==> config.mk <==
export PLATFORM = sky130hd
export DESIGN_NAME = bus_dir_steer
export DESIGN_NICKNAME = d
export VERILOG_FILES = /design/src/rtl/bus_dir_steer_pkg.sv /design/src/rtl/bds_sync.sv /design/src/rtl/bds_chan_latch.sv /design/src/rtl/bds_force_ctl.sv /design/src/rtl/bus_dir_steer.sv
export SDC_FILE = /design/constraint.sdc
export NUM_CORES = 1
export LEC_CHECK = 0
export ABC_AREA = 0
export BUFFER_PORTS_ARGS = -buffer_cell sky130_fd_sc_hd__buf_4
export CORE_MARGIN = 8
export CORE_UTILIZATION = 54
export CTS_BUF_LIST = sky130_fd_sc_hd__clkbuf_16
export CTS_CLUSTER_SIZE = 8
export DETAILED_ROUTE_END_ITERATION = 10
export PLACE_DENSITY_LB_ADDON = 0.08
export SLEW_MARGIN = 5
export SYNTH_ARGS = -nofsm -noshare
export SYNTH_HDL_FRONTEND = slang
export SYNTH_SLANG_ARGS = --single-unit
==> constraint.sdc <==
create_clock -name clk -period 2.2 [get_ports clk]
set_input_delay 0.44 -clock clk [delete_from_list [all_inputs] [get_ports clk]]
set_output_delay 0.44 -clock clk [all_outputs]
set_load 0.01 [all_outputs]
==> src/rtl/bus_dir_steer_pkg.sv <==
package bus_dir_steer_pkg;
  typedef enum logic [1:0] {
    LAT_IDLE = 2'd0,
    LAT_A2B  = 2'd1,
    LAT_B2A  = 2'd2
  } lat_state_e;
endpackage

==> src/rtl/bds_sync.sv <==
module bds_sync #(
  parameter int W      = 1,
  parameter int STAGES = 2
) (
  input  logic         clk,
  input  logic         rst,
  input  logic [W-1:0] d,
  output logic [W-1:0] q
);
  logic [W-1:0] stg [STAGES];

  always_ff @(posedge clk) begin
    if (rst) stg[0] <= '0;
    else     stg[0] <= d;
  end

  for (genvar s = 1; s < STAGES; s++) begin : g_stage
    always_ff @(posedge clk) begin
      if (rst) stg[s] <= '0;
      else     stg[s] <= stg[s-1];
    end
  end

  assign q = stg[STAGES-1];
endmodule

==> src/rtl/bds_chan_latch.sv <==
module bds_chan_latch
  import bus_dir_steer_pkg::*;
(
  input  logic       clk,
  input  logic       rst,
  input  logic       hold_idle,
  input  logic       a_in,
  input  logic       b_in,
  output lat_state_e st_q,
  output lat_state_e st_nxt
);
  always_comb begin
    st_nxt = st_q;
    if (hold_idle) begin
      st_nxt = LAT_IDLE;
    end else begin
      unique case (st_q)
        LAT_IDLE: begin
          if (a_in)      st_nxt = LAT_A2B;
          else if (b_in) st_nxt = LAT_B2A;
        end
        LAT_A2B, LAT_B2A: begin
          if (!a_in && !b_in) st_nxt = LAT_IDLE;
        end
        default: st_nxt = LAT_IDLE;
      endcase
    end
  end

  always_ff @(posedge clk) begin
    if (rst) st_q <= LAT_IDLE;
    else     st_q <= st_nxt;
  end
endmodule

==> src/rtl/bds_force_ctl.sv <==
module bds_force_ctl (
  input  logic clk,
  input  logic rst,
  input  logic clr,
  input  logic drv_s,
  input  logic sel_s,
  input  logic quiet,
  output logic on_q,
  output logic dir_q,
  output logic prev_q,
  output logic on_nxt,
  output logic dir_nxt
);
  always_comb begin
    on_nxt  = on_q;
    dir_nxt = dir_q;
    if (clr || !drv_s) begin
      on_nxt = 1'b0;
    end else if (!prev_q) begin
      on_nxt  = 1'b1;
      dir_nxt = sel_s;
    end else if (sel_s != dir_q) begin
      on_nxt  = 1'b0;
      dir_nxt = sel_s;
    end else if (!on_q && quiet) begin
      on_nxt = 1'b1;
    end
  end

  always_ff @(posedge clk) begin
    if (rst) begin
      on_q   <= 1'b0;
      dir_q  <= 1'b0;
      prev_q <= 1'b0;
    end else begin
      on_q   <= on_nxt;
      dir_q  <= dir_nxt;
      prev_q <= clr ? 1'b0 : drv_s;
    end
  end
endmodule

==> src/rtl/bus_dir_steer.sv <==
module bus_dir_steer
  import bus_dir_steer_pkg::*;
#(
  parameter int N_LINES     = 9,
  parameter int SYNC_STAGES = 2
) (
  input  logic               clk,
  input  logic               rst,
  input  logic               clr_n,
  input  logic               sense_n,
  input  logic               por_hold,
  input  logic               over_temp,
  input  logic               drv_bus,
  input  logic               dir_sel,
  input  logic [N_LINES-1:0] a_rx,
  input  logic [N_LINES-1:0] b_rx,
  output logic [N_LINES-1:0] a_oe,
  output logic [N_LINES-1:0] a_dout,
  output logic [N_LINES-1:0] b_oe,
  output logic [N_LINES-1:0] b_dout
);
  localparam int N_CTRL = 6;

  logic [N_CTRL-1:0] ctrl_raw, ctrl_s;
  logic clr_n_s, sense_n_s, por_s, hot_s, drv_s, sel_s;
  logic clr_any;
  logic quiet;
  logic f_on_q, f_dir_q, f_prev_q, f_on_nxt, f_dir_nxt;
  lat_state_e st_q   [N_LINES];
  lat_state_e st_nxt [N_LINES];
  logic [N_LINES-1:0] a_en_n, b_en_n;

  assign ctrl_raw = {~clr_n, ~sense_n, por_hold, over_temp, drv_bus, dir_sel};

  bds_sync #(.W(N_CTRL), .STAGES(SYNC_STAGES)) u_sync (
    .clk (clk),
    .rst (rst),
    .d   (ctrl_raw),
    .q   (ctrl_s)
  );

  // inverted clear inputs are synchronized so reset value 0 means "not clearing"
  assign clr_n_s   = ~ctrl_s[5];
  assign sense_n_s = ~ctrl_s[4];
  assign por_s     = ctrl_s[3];
  assign hot_s     = ctrl_s[2];
  assign drv_s     = ctrl_s[1];
  assign sel_s     = ctrl_s[0];

  assign clr_any = !clr_n_s || !sense_n_s || por_s || hot_s;
  assign quiet   = (a_rx == '0) && (b_rx == '0);

  bds_force_ctl u_force (
    .clk     (clk),
    .rst     (rst),
    .clr     (clr_any),
    .drv_s   (drv_s),
    .sel_s   (sel_s),
    .quiet   (quiet),
    .on_q    (f_on_q),
    .dir_q   (f_dir_q),
    .prev_q  (f_prev_q),
    .on_nxt  (f_on_nxt),
    .dir_nxt (f_dir_nxt)
  );

  for (genvar i = 0; i < N_LINES; i++) begin : g_line
    bds_chan_latch u_lat (
      .clk       (clk),
      .rst       (rst),
      .hold_idle (clr_any || drv_s),
      .a_in      (a_rx[i]),
      .b_in      (b_rx[i]),
      .st_q      (st_q[i]),
      .st_nxt    (st_nxt[i])
    );

    always_comb begin
      if (f_on_nxt) begin
        a_en_n[i] = f_dir_nxt;
        b_en_n[i] = !f_dir_nxt;
      end else begin
        a_en_n[i] = (st_nxt[i] == LAT_B2A);
        b_en_n[i] = (st_nxt[i] == LAT_A2B);
      end
    end
  end

  always_ff @(posedge clk) begin
    if (rst) begin
      a_oe   <= '0;
      b_oe   <= '0;
      a_dout <= '0;
      b_dout <= '0;
    end else begin
      a_oe   <= a_en_n;
      b_oe   <= b_en_n;
      a_dout <= a_en_n & b_rx;
      b_dout <= b_en_n & a_rx;
    end
  end
endmodule

==> Word level (Yosys, flattened, before mapping) <==
Memories as Yosys holds them, arrays and structs flattened.
Index checks and enable logic that the tools add are counted.
{ "word_totals": {"register_bits": 57, "ram_bits": 12, "inputBits": 26, "wordCells": 193, "memories": 1} }
{ "mem_list": {"columns": ["name", "depth", "width", "rd", "rd_ports_with_merged_regs", "write_ports", "line", "text"], "rows": [
  ["u_sync.stg", 2, 6, 2, 0, 2, "bds_sync.sv:10", "logic [W-1:0] stg [STAGES];"]
]} }
{ "classes": {"n_eq_ne": 37, "n_mux": 75, "bitwise_logic": 6, "n_reduce_logical": 58} }
{ "ops": {"columns": ["cell", "count"], "rows": [
  ["2-bit 2-to-1 mux", 36],
  ["2-bit by 1-bit equality test with 1-bit output, second input constant", 18],
  ["2-bit equality test, second input constant", 18],
  ["2-bit case mux with 2 select lines", 9],
  ["1-bit 2-to-1 mux", 28],
  ["1-bit logical NOT", 21],
  ["2-bit OR reduction", 10],
  ["9-bit bitwise AND", 2],
  ["2-bit logical NOT", 9],
  ["9-bit logical NOT", 2],
  ["6-bit 2-to-1 mux", 2],
  ["1-bit logical AND", 11],
  ["1-bit logical OR", 5],
  ["1-bit inverter", 2],
  ["1-bit bitwise OR", 2],
  ["1-bit inequality test", 1]
]} }

==> Depth between registers and ports, before layout <==
Gate-level depths: netlist (run 1).
{ "depth": {"depth_word": 9, "ltp_mapped": 8, "mapped_depth_nobuf": 6} }

==> By module <==
From an unflattened synthesis (run 1), not the netlist that was laid out.
{ "unflattened": {"cells_unflattened": 320, "hier_area_um2": 3368.2} }
{ "by_module_without_submodules": {"columns": ["module", "n_inst", "cells_per_inst", "area_each_um2"], "rows": [
  ["bds_chan_latch", 9, 19, 176.4],
  ["bus_dir_steer", 1, 107, 1257.5],
  ["bds_sync", 1, 25, 366.6],
  ["bds_force_ctl", 1, 17, 156.4]
]} }

==> Least setup slack after synthesis (run 1) <==
OpenSTA, ideal clock, no wires.
{ "synth_path": {"path_kind": "register -> register", "start": "register u_force.dir_q", "end": "register b_dout[7]", "t_arrival_ns": 1.809, "required_time_ns": 2.068, "slack_ns": 0.259, "stages_incl_launch_ff": 8, "n_path_buf": 2, "synth_period_minus_slack_ns": 1.941, "cell_sequence": "dfxtp_1 inv_1 ha_1 a21boi_0 a211o_1 clkbuf_1 clkbuf_1 a21oi_1"} }
{ "synth_between": {"elab_chain_len": 7} }
{ "synth_lines": {"columns": ["element", "line", "text"], "rows": [
  ["start, declared", "bds_force_ctl.sv:9", "output logic dir_q,"],
  ["start signal, assigned", "bds_force_ctl.sv:37", "dir_q <= dir_nxt;"],
  ["1-bit inequality test", "bds_force_ctl.sv:22", "end else if (sel_s != dir_q) begin"],
  ["1-bit 2-to-1 mux", "bds_force_ctl.sv:22", null],
  ["1-bit 2-to-1 mux", "bds_force_ctl.sv:19", "end else if (!prev_q) begin"],
  ["1-bit 2-to-1 mux", "bds_force_ctl.sv:17", "if (clr || !drv_s) begin"],
  ["1-bit logical NOT", "bus_dir_steer.sv:81", "b_en_n[i] = !f_dir_nxt;"],
  ["1-bit 2-to-1 mux (*)", "bus_dir_steer.sv:79", "if (f_on_nxt) begin"],
  ["9-bit bitwise AND (*)", "bus_dir_steer.sv:99", "b_dout <= b_en_n & a_rx;"],
  ["end signal, assigned", "bus_dir_steer.sv:99", null],
  ["end, declared", "bus_dir_steer.sv:20", "output logic [N_LINES-1:0] b_dout"]
]} }
Mark *: on every way between the ends. The rest lies on a longest branch, timed or not.
A chain may end at the register's enable or synchronous reset.

==> Final worst setup path (run 1) <==
{ "layout_path": {"start": "register u_force.dir_q", "end": "register a_oe[4]"} }
{ "layout_between": {"elab_chain_len": 5} }
{ "layout_lines": {"columns": ["element", "line", "text"], "rows": [
  ["1-bit inequality test", "bds_force_ctl.sv:22", null],
  ["1-bit 2-to-1 mux", "bds_force_ctl.sv:22", null],
  ["1-bit 2-to-1 mux", "bds_force_ctl.sv:19", null],
  ["1-bit 2-to-1 mux", "bds_force_ctl.sv:17", null],
  ["1-bit 2-to-1 mux (*)", "bus_dir_steer.sv:79", null],
  ["end signal, assigned", "bus_dir_steer.sv:96", "a_oe <= a_en_n;"],
  ["end, declared", "bus_dir_steer.sv:17", "output logic [N_LINES-1:0] a_oe,"]
]} }
Marked as above.

==> impl_metrics.yaml, run 1 <==
status:
  status: "finished, final reports clean"
drt:
  drc: 0
  wire_per_inst_microns: 15.28
  num_vias: 2739
  drt-total-wl_mm: 7.474
  detail_route.vias_per_cell: 5.601
  drt_iter0_drc: 273
  antenna_left: 0
  dr.pass1.iters: 4
floorplan:
  die_w_microns: 91.93
  rows: 27
  die_area_sq_mm: 0.008450
  coreArea_sq_mm: 0.005540
  start_util: 0.5619
  pin_count: 62
  die_height_microns: 91.93
clocking:
  htreeDepth: 3
  clk_latency_ns: 0.32
  clock-sinks: 69
  cts_tree: "yes"
  ctsHoldBuffers: 0
  cts_setup_buffers: 0
  path_clk_slew_ns: 0.05
  cts_root_buf: "clkbuf_16"
  cts-resized-gates: 0
  cts_made_buffers: 9
  clock_path_buffers: 2
finish:
  drive_gt1_frac: 0.2278
  fillers: 433
  area_delta_synth_final_pct: 27.21
  nets: 458
  diodes: 0
sta:
  rsz0062_at_grt: "false"
  finalClockSkew_ns: 0.004417
  fmax_mhz: 495.7
  min_period_ns: 2.017
  fin_crit_sh: 0.9169
  fin_setup_tns_ns: 0
  setup_ws_ns: 0.1828
  tightestPinTransition_ns: 0.5139
  setup_viol: 0
  slew_violations: 0
  hold_viol_final: 0
  slew-limit-headroom: 0.6543
placed_design:
  dp_hpwl_mm: 5.506
  gp_congestion: 0.8370
  place_ws_ns: 0.1143
  port_buffers: 61
job:
  maxCapViolCount: 0
pwr:
  pwr_density_cell_mw_per_mm2: 788.0
  ir_drop_uv: 582.2
  p_seq_frac: 0.431
  pwr-share-clk: 0.431
  comb_power_share: 0.138
  leakage_nw: 1.707
  swShare: 0.2413
  power.switching_uw: 753.0
  p_int_mw: 2.368
global_routing:
  grt-ovfl-total: 0
  grt_first_pass_wirelength_mm: 12.57
  antenna_found_initial: 0
  grt_usage: 0.1834
  grt_max_degree: 35
  grt_pass1_vias: 2696
logic_synthesis:
  async_flop_share: 0
  ys_seq_area_frac: 0.4437
  ys.flop_type: "dfxtp_1"
  synthCells: 344
  syn_nets: 390
  synth_edf_count: 0
  yosys.cell_types.count: 44
  synth_area_sq_mm: 0.003113
  ys_seq_elements: 69
  postSynthAreaPerCell_sq_um: 9.049
  yosysWarnings: 0
worst_setup_path:
  crit_path_start_kind: "flop"
  worstSetupPathType: "reg2reg"
  critical_path_peak_fanout: 16
  critPathRequiredTime_ns: 2.45
  cp.arrival_ns: 2.26
  endpoint_kind: "flop"
min_path:
  hold_class: "in2reg"
-- critical path: stages (launching register included) --
cell and delay, ns:
dfxtp_1 0.35, inv_1 0.05, ha_1 0.32, nor3b_2 0.25, nand3_1 0.15, or4_1 0.45
buf_4 0.22, a21oi_1 0.16
-- cells in the mapped netlist, types with 5 or more instances --
| master | n | area (sq um) |
|---|---|---|
| a21oi_1 | 36 | 180.2 |
| o211ai_1 | 11 | 82.58 |
| nor3_1 | 21 | 105.1 |
| nand2_1 | 30 | 112.6 |
| nand3b_1 | 15 | 112.6 |
| inv_1 | 25 | 93.84 |
| and3_1 | 5 | 31.28 |
| nor2_1 | 10 | 37.54 |
| dfxtp_1 | 69 | 1381 |
| nor2b_1 | 11 | 68.82 |
| clkbuf_1 | 11 | 41.29 |
| a31oi_1 | 7 | 43.79 |
| nor3b_1 | 6 | 45.04 |
| nand3_1 | 14 | 70.07 |
| ha_1 | 20 | 250.2 |
-- kinds of logic (layout without fill, tap and decap cells) --
family                     after synthesis  count (layout)  share of synthesized area
adders and majority gates               20              20                    0.08039
AOI/OAI and AO/OA                       81              81                     0.1740
DFF                                     69              69                     0.4437
and+or+nand+nor                        131             131                     0.2376
muxes                                    4               4                    0.01447
buffers and inverters                   39             112                    0.04984
-- through the flow --
step | instances | area (sq um) | hold slack [ns] | power [mW] | utilization
finish | 489 | 3960 | 0.2603 | 3.121 | 0.7148
global placement | 473 | 3671 | 0.4209 | 1.785 | 0.6626
detailed placement | 473 | 3671 | 0.4236 | 1.798 | 0.6626
CTS | 489 | 3955 | 0.2497 | 3.144 | 0.7139
floorplan | 344 | 3113 | 0.4138 | 1.628 | -
global route | 489 | 3960 | 0.2497 | 3.271 | 0.7148
-- routing by layer --
metal / GRT usage / share of wire / wire length [microns]
met1: 0.2147 / 0.43 / 3226
met2: 0.3045 / 0.48 / 3599
met3: 0.05053 / 0.070 / 521
met4: 0.08456 / 0.017 / 126
met5: 0 / 0 / 0
-- sequential cells by signal (all words and copies together) (netlist names) --
| signal | cells |
|---|---|
| u_force.prev_q | 1 |
| b_oe | 9 |
| u_force.on_q | 1 |
| u_sync.stg | 12 |
| a_dout | 9 |
| g_line.u_lat.st_q | 18 |
| b_dout | 9 |
| u_force.dir_q | 1 |
| a_oe | 9 |
-- path summary, 6_finish.rpt --
path                                     from                     endpoint  slack (ns)  cells after the start
setup / recovery     u_force.dir_q$_SDFF_PP0_           a_oe[4]$_SDFF_PP0_        0.18                      7
hold / removal                          clr_n  u_sync.stg[0][5]$_SDFF_PP0_        0.26                      2
setup reg to reg     u_force.dir_q$_SDFF_PP0_           a_oe[4]$_SDFF_PP0_        0.18                      7
hold reg to reg   u_sync.stg[0][3]$_SDFF_PP0_  u_sync.stg[1][3]$_SDFF_PP0_        0.43                      1
-- layout by cell type (no fill, tap or decap), types with 10 or more instances in the layout --
cell type	count
a21oi_1	36
nor2b_1	11
buf_4	70
nand3b_1	15
ha_1	20
dfxtp_1	69
nor3_1	21
nand3_1	14
nand2_1	30
inv_1	27
o211ai_1	11
nor2_1	10
-- layout make-up --
class                      instances  area [sq um]  area share
sequential                        69          1381      0.3488
timing repair buffer              70         525.5      0.1327
multi-input combinational        236          1582      0.3994
clock buffer                       9         225.2     0.05687
tap                               72         90.09     0.02275
clock inverter                     7         58.81     0.01485
inverter                          26         97.59     0.02464
-- power by group through the flow --
stage / Clock, mW / Combinational [mW] / Sequential [mW]
after detailed placement: 0 / 0.427 / 1.37
after global placement: 0 / 0.414 / 1.37
after CTS: 1.37 / 0.429 / 1.35
final: 1.35 / 0.429 / 1.35
after floorplan: 0 / 0.249 / 1.38
after global routing: 1.44 / 0.480 / 1.35
Note: power is estimated with default switching activity, not from simulation.
==> run 2: changes to the inputs <==
Settings changed: ABC_AREA 0 to 1.
==> impl_metrics.yaml, run 2 <==
finish:
  fin_util: 0.7176
  regMostFlops: "g_line.u_lat.st_q"
  layout_common_cells: "dfxtp_1 (69), inv_1 (67), buf_4 (63), nand2_1 (62), nor2_1 (55)"
  largest_reg_flops: 18
  area_delta_synth_final_pct: 30.25
  nets: 495
  drive_gt1_frac: 0.2093
  fillers: 451
  multiInputGateArea_sq_mm: 0.001276
  register_area_sq_mm: 0.001381
  top_regs: "g_line.u_lat.st_q: 18 flops, u_sync.stg: 12 flops"
  final_common_cell: "dfxtp_1"
  diodes: 0
logic_synthesis:
  syn_nets: 430
  synthCells: 384
  yosysWarnings: 0
  ys_top_cells_by_area: "dfxtp_1 (46%), inv_1 (8.4%), ha_1 (8.4%)"
  ys_seq_elements: 69
  ys.flop_type: "dfxtp_1"
  synthTopCellsByCount: "dfxtp_1 (69), inv_1 (67), nand2_1 (62)"
  yosys.cell_types.count: 25
  synth.most_common_cell: "dfxtp_1"
  synth_area_sq_mm: 0.002978
  yosys.area.top_type_share: 0.4639
  yosysTopAreaCell: "dfxtp_1"
  synth_edf_count: 0
  ys_seq_area_frac: 0.4639
  async_flop_share: 0
  postSynthAreaPerCell_sq_um: 7.755
floorplan:
  rows: 27
  die_w_microns: 90.26
  pin_count: 62
  coreArea_sq_mm: 0.005405
  die_area_sq_mm: 0.008147
  die_height_microns: 90.26
  start_util: 0.5509
clocking:
  cts_made_buffers: 9
  cts-resized-gates: 0
  clock-sinks: 69
  cts_setup_buffers: 0
  htreeDepth: 3
  clock_path_buffers: 2
  cts_root_buf: "clkbuf_16"
  ctsHoldBuffers: 0
  cts_tree: "yes"
  clk_latency_ns: 0.33
  path_clk_slew_ns: 0.06
worst_setup_path:
  crit_path_max_incr_delay_ns: 0.44
  r2r_slack_ns: 0.44
  cp_top_family: "simple AND/OR/NAND/NOR gates"
  reg2reg_depth: 9
  cp_num_buf_inv: 1
  critPathCapture: "a_dout[5]$_SDFF_PP0_"
  cp.arrival_ns: 1.99
  r2r_end: "a_dout[5]$_SDFF_PP0_"
  path_cells: "nor2_2, nand3_1, nor2_4, buf_4, nand3_1, nand4_1, nand2_1, nand2_1, nor2_1"
  crit_path_start: "u_sync.stg[1][4]$_SDFF_PP0_"
  worst-path-stages: 9
  endpoint_kind: "flop"
  worstReg2RegStart: "u_sync.stg[1][4]$_SDFF_PP0_"
  critical_path_peak_fanout: 21
  crit_path_start_kind: "flop"
  critPathRequiredTime_ns: 2.43
  worstSetupPathType: "reg2reg"
  cp_slowest_cell: "nor2_4"
sta:
  min_period_ns: 1.762
  rsz0062_at_grt: "false"
  slew-limit-headroom: 0.6434
  fin_setup_tns_ns: 0
  setup_viol: 0
  fin_crit_sh: 0.8008
  fmax_mhz: 567.6
  slew_violations: 0
  fin_hold_ws_ns: 0.2526
  tightestPinTransition_ns: 0.5337
  hold_viol_final: 0
  finalClockSkew_ns: 0.004335
global_routing:
  grt_first_pass_wirelength_mm: 11.49
  grt_pass1_vias: 2706
  grt_usage: 0.1711
  grt-ovfl-total: 0
  grt_max_degree: 44
  antenna_found_initial: 0
pwr:
  ir_drop_uv: 637.2
  totalPowerFinal_mw: 3.590
  pwr_density_cell_mw_per_mm2: 925.4
  leakage_nw: 1.960
job:
  maxCapViolCount: 0
drt:
  detail_route.vias_per_cell: 4.947
  drt_iter0_drc: 92
  num_vias: 2602
  drc: 0
  antenna_left: 0
  drt-total-wl_mm: 6.769
  dr.pass1.iters: 4
  wire_per_inst_microns: 12.87
placed_design:
  dp_hpwl_mm: 4.657
  gp_congestion: 0.8009
  port_buffers: 61
min_path:
  hold_class: "in2reg"
  min_from: "sense_n"
status:
  status: "finished, final reports clean"
==> run 2: layer usage <==
layer	GRT usage	vias up	routed length, microns
met3	0.04738	16	390
met4	0.1151	0	183
met2	0.3080	77	3354
li1	-	1338	-
met1	0.1674	1171	2840
met5	0	-	0
==> run 2: worst min path at each step <==
stage / end / slack, ns / cells after the start
floorplan: u_sync.stg[1][0]$_SDFF_PP0_ / 0.39 / 2
global placement: u_sync.stg[1][3]$_SDFF_PP0_ / 0.39 / 2
detailed placement: u_sync.stg[1][1]$_SDFF_PP0_ / 0.39 / 2
CTS: u_sync.stg[0][5]$_SDFF_PP0_ / 0.25 / 2
global route: u_sync.stg[0][4]$_SDFF_PP0_ / 0.27 / 2
finish: u_sync.stg[0][4]$_SDFF_PP0_ / 0.25 / 2
==> run 2: logic make-up after synthesis <==
family	Yosys count	share of synthesized area
AOI/OAI and AO/OA	48	0.08823
and+or+nand+nor	166	0.2563
adders and majority gates	20	0.08403
buffers and inverters	81	0.1076
DFF	69	0.4639
==> run 2: final cells by class <==
| class | count | share of cell area |
|---|---|---|
| clock buffers | 9 | 0.05806 |
| well taps | 72 | 0.02323 |
| inverters | 72 | 0.07000 |
| repair buffers | 63 | 0.1219 |
| flip-flops and latches | 69 | 0.3561 |
| multi-input cells | 234 | 0.3290 |
| clock inverters | 7 | 0.04161 |
==> run 2: report_power, final <==
group	internal [mW]	switching, mW
registers	1.31	0.0250
logic	0.157	0.229
clock network	1.33	0.535
==> run 2: per-stage QoR <==
step	area [sq um]	setup slack (ns)	std cells
after floorplan	2978	0.7643	384
after global placement	3492	0.5003	510
after detailed placement	3492	0.4659	510
after CTS	3879	0.3938	526
after global routing	3879	0.2408	526
final	3879	0.4382	526
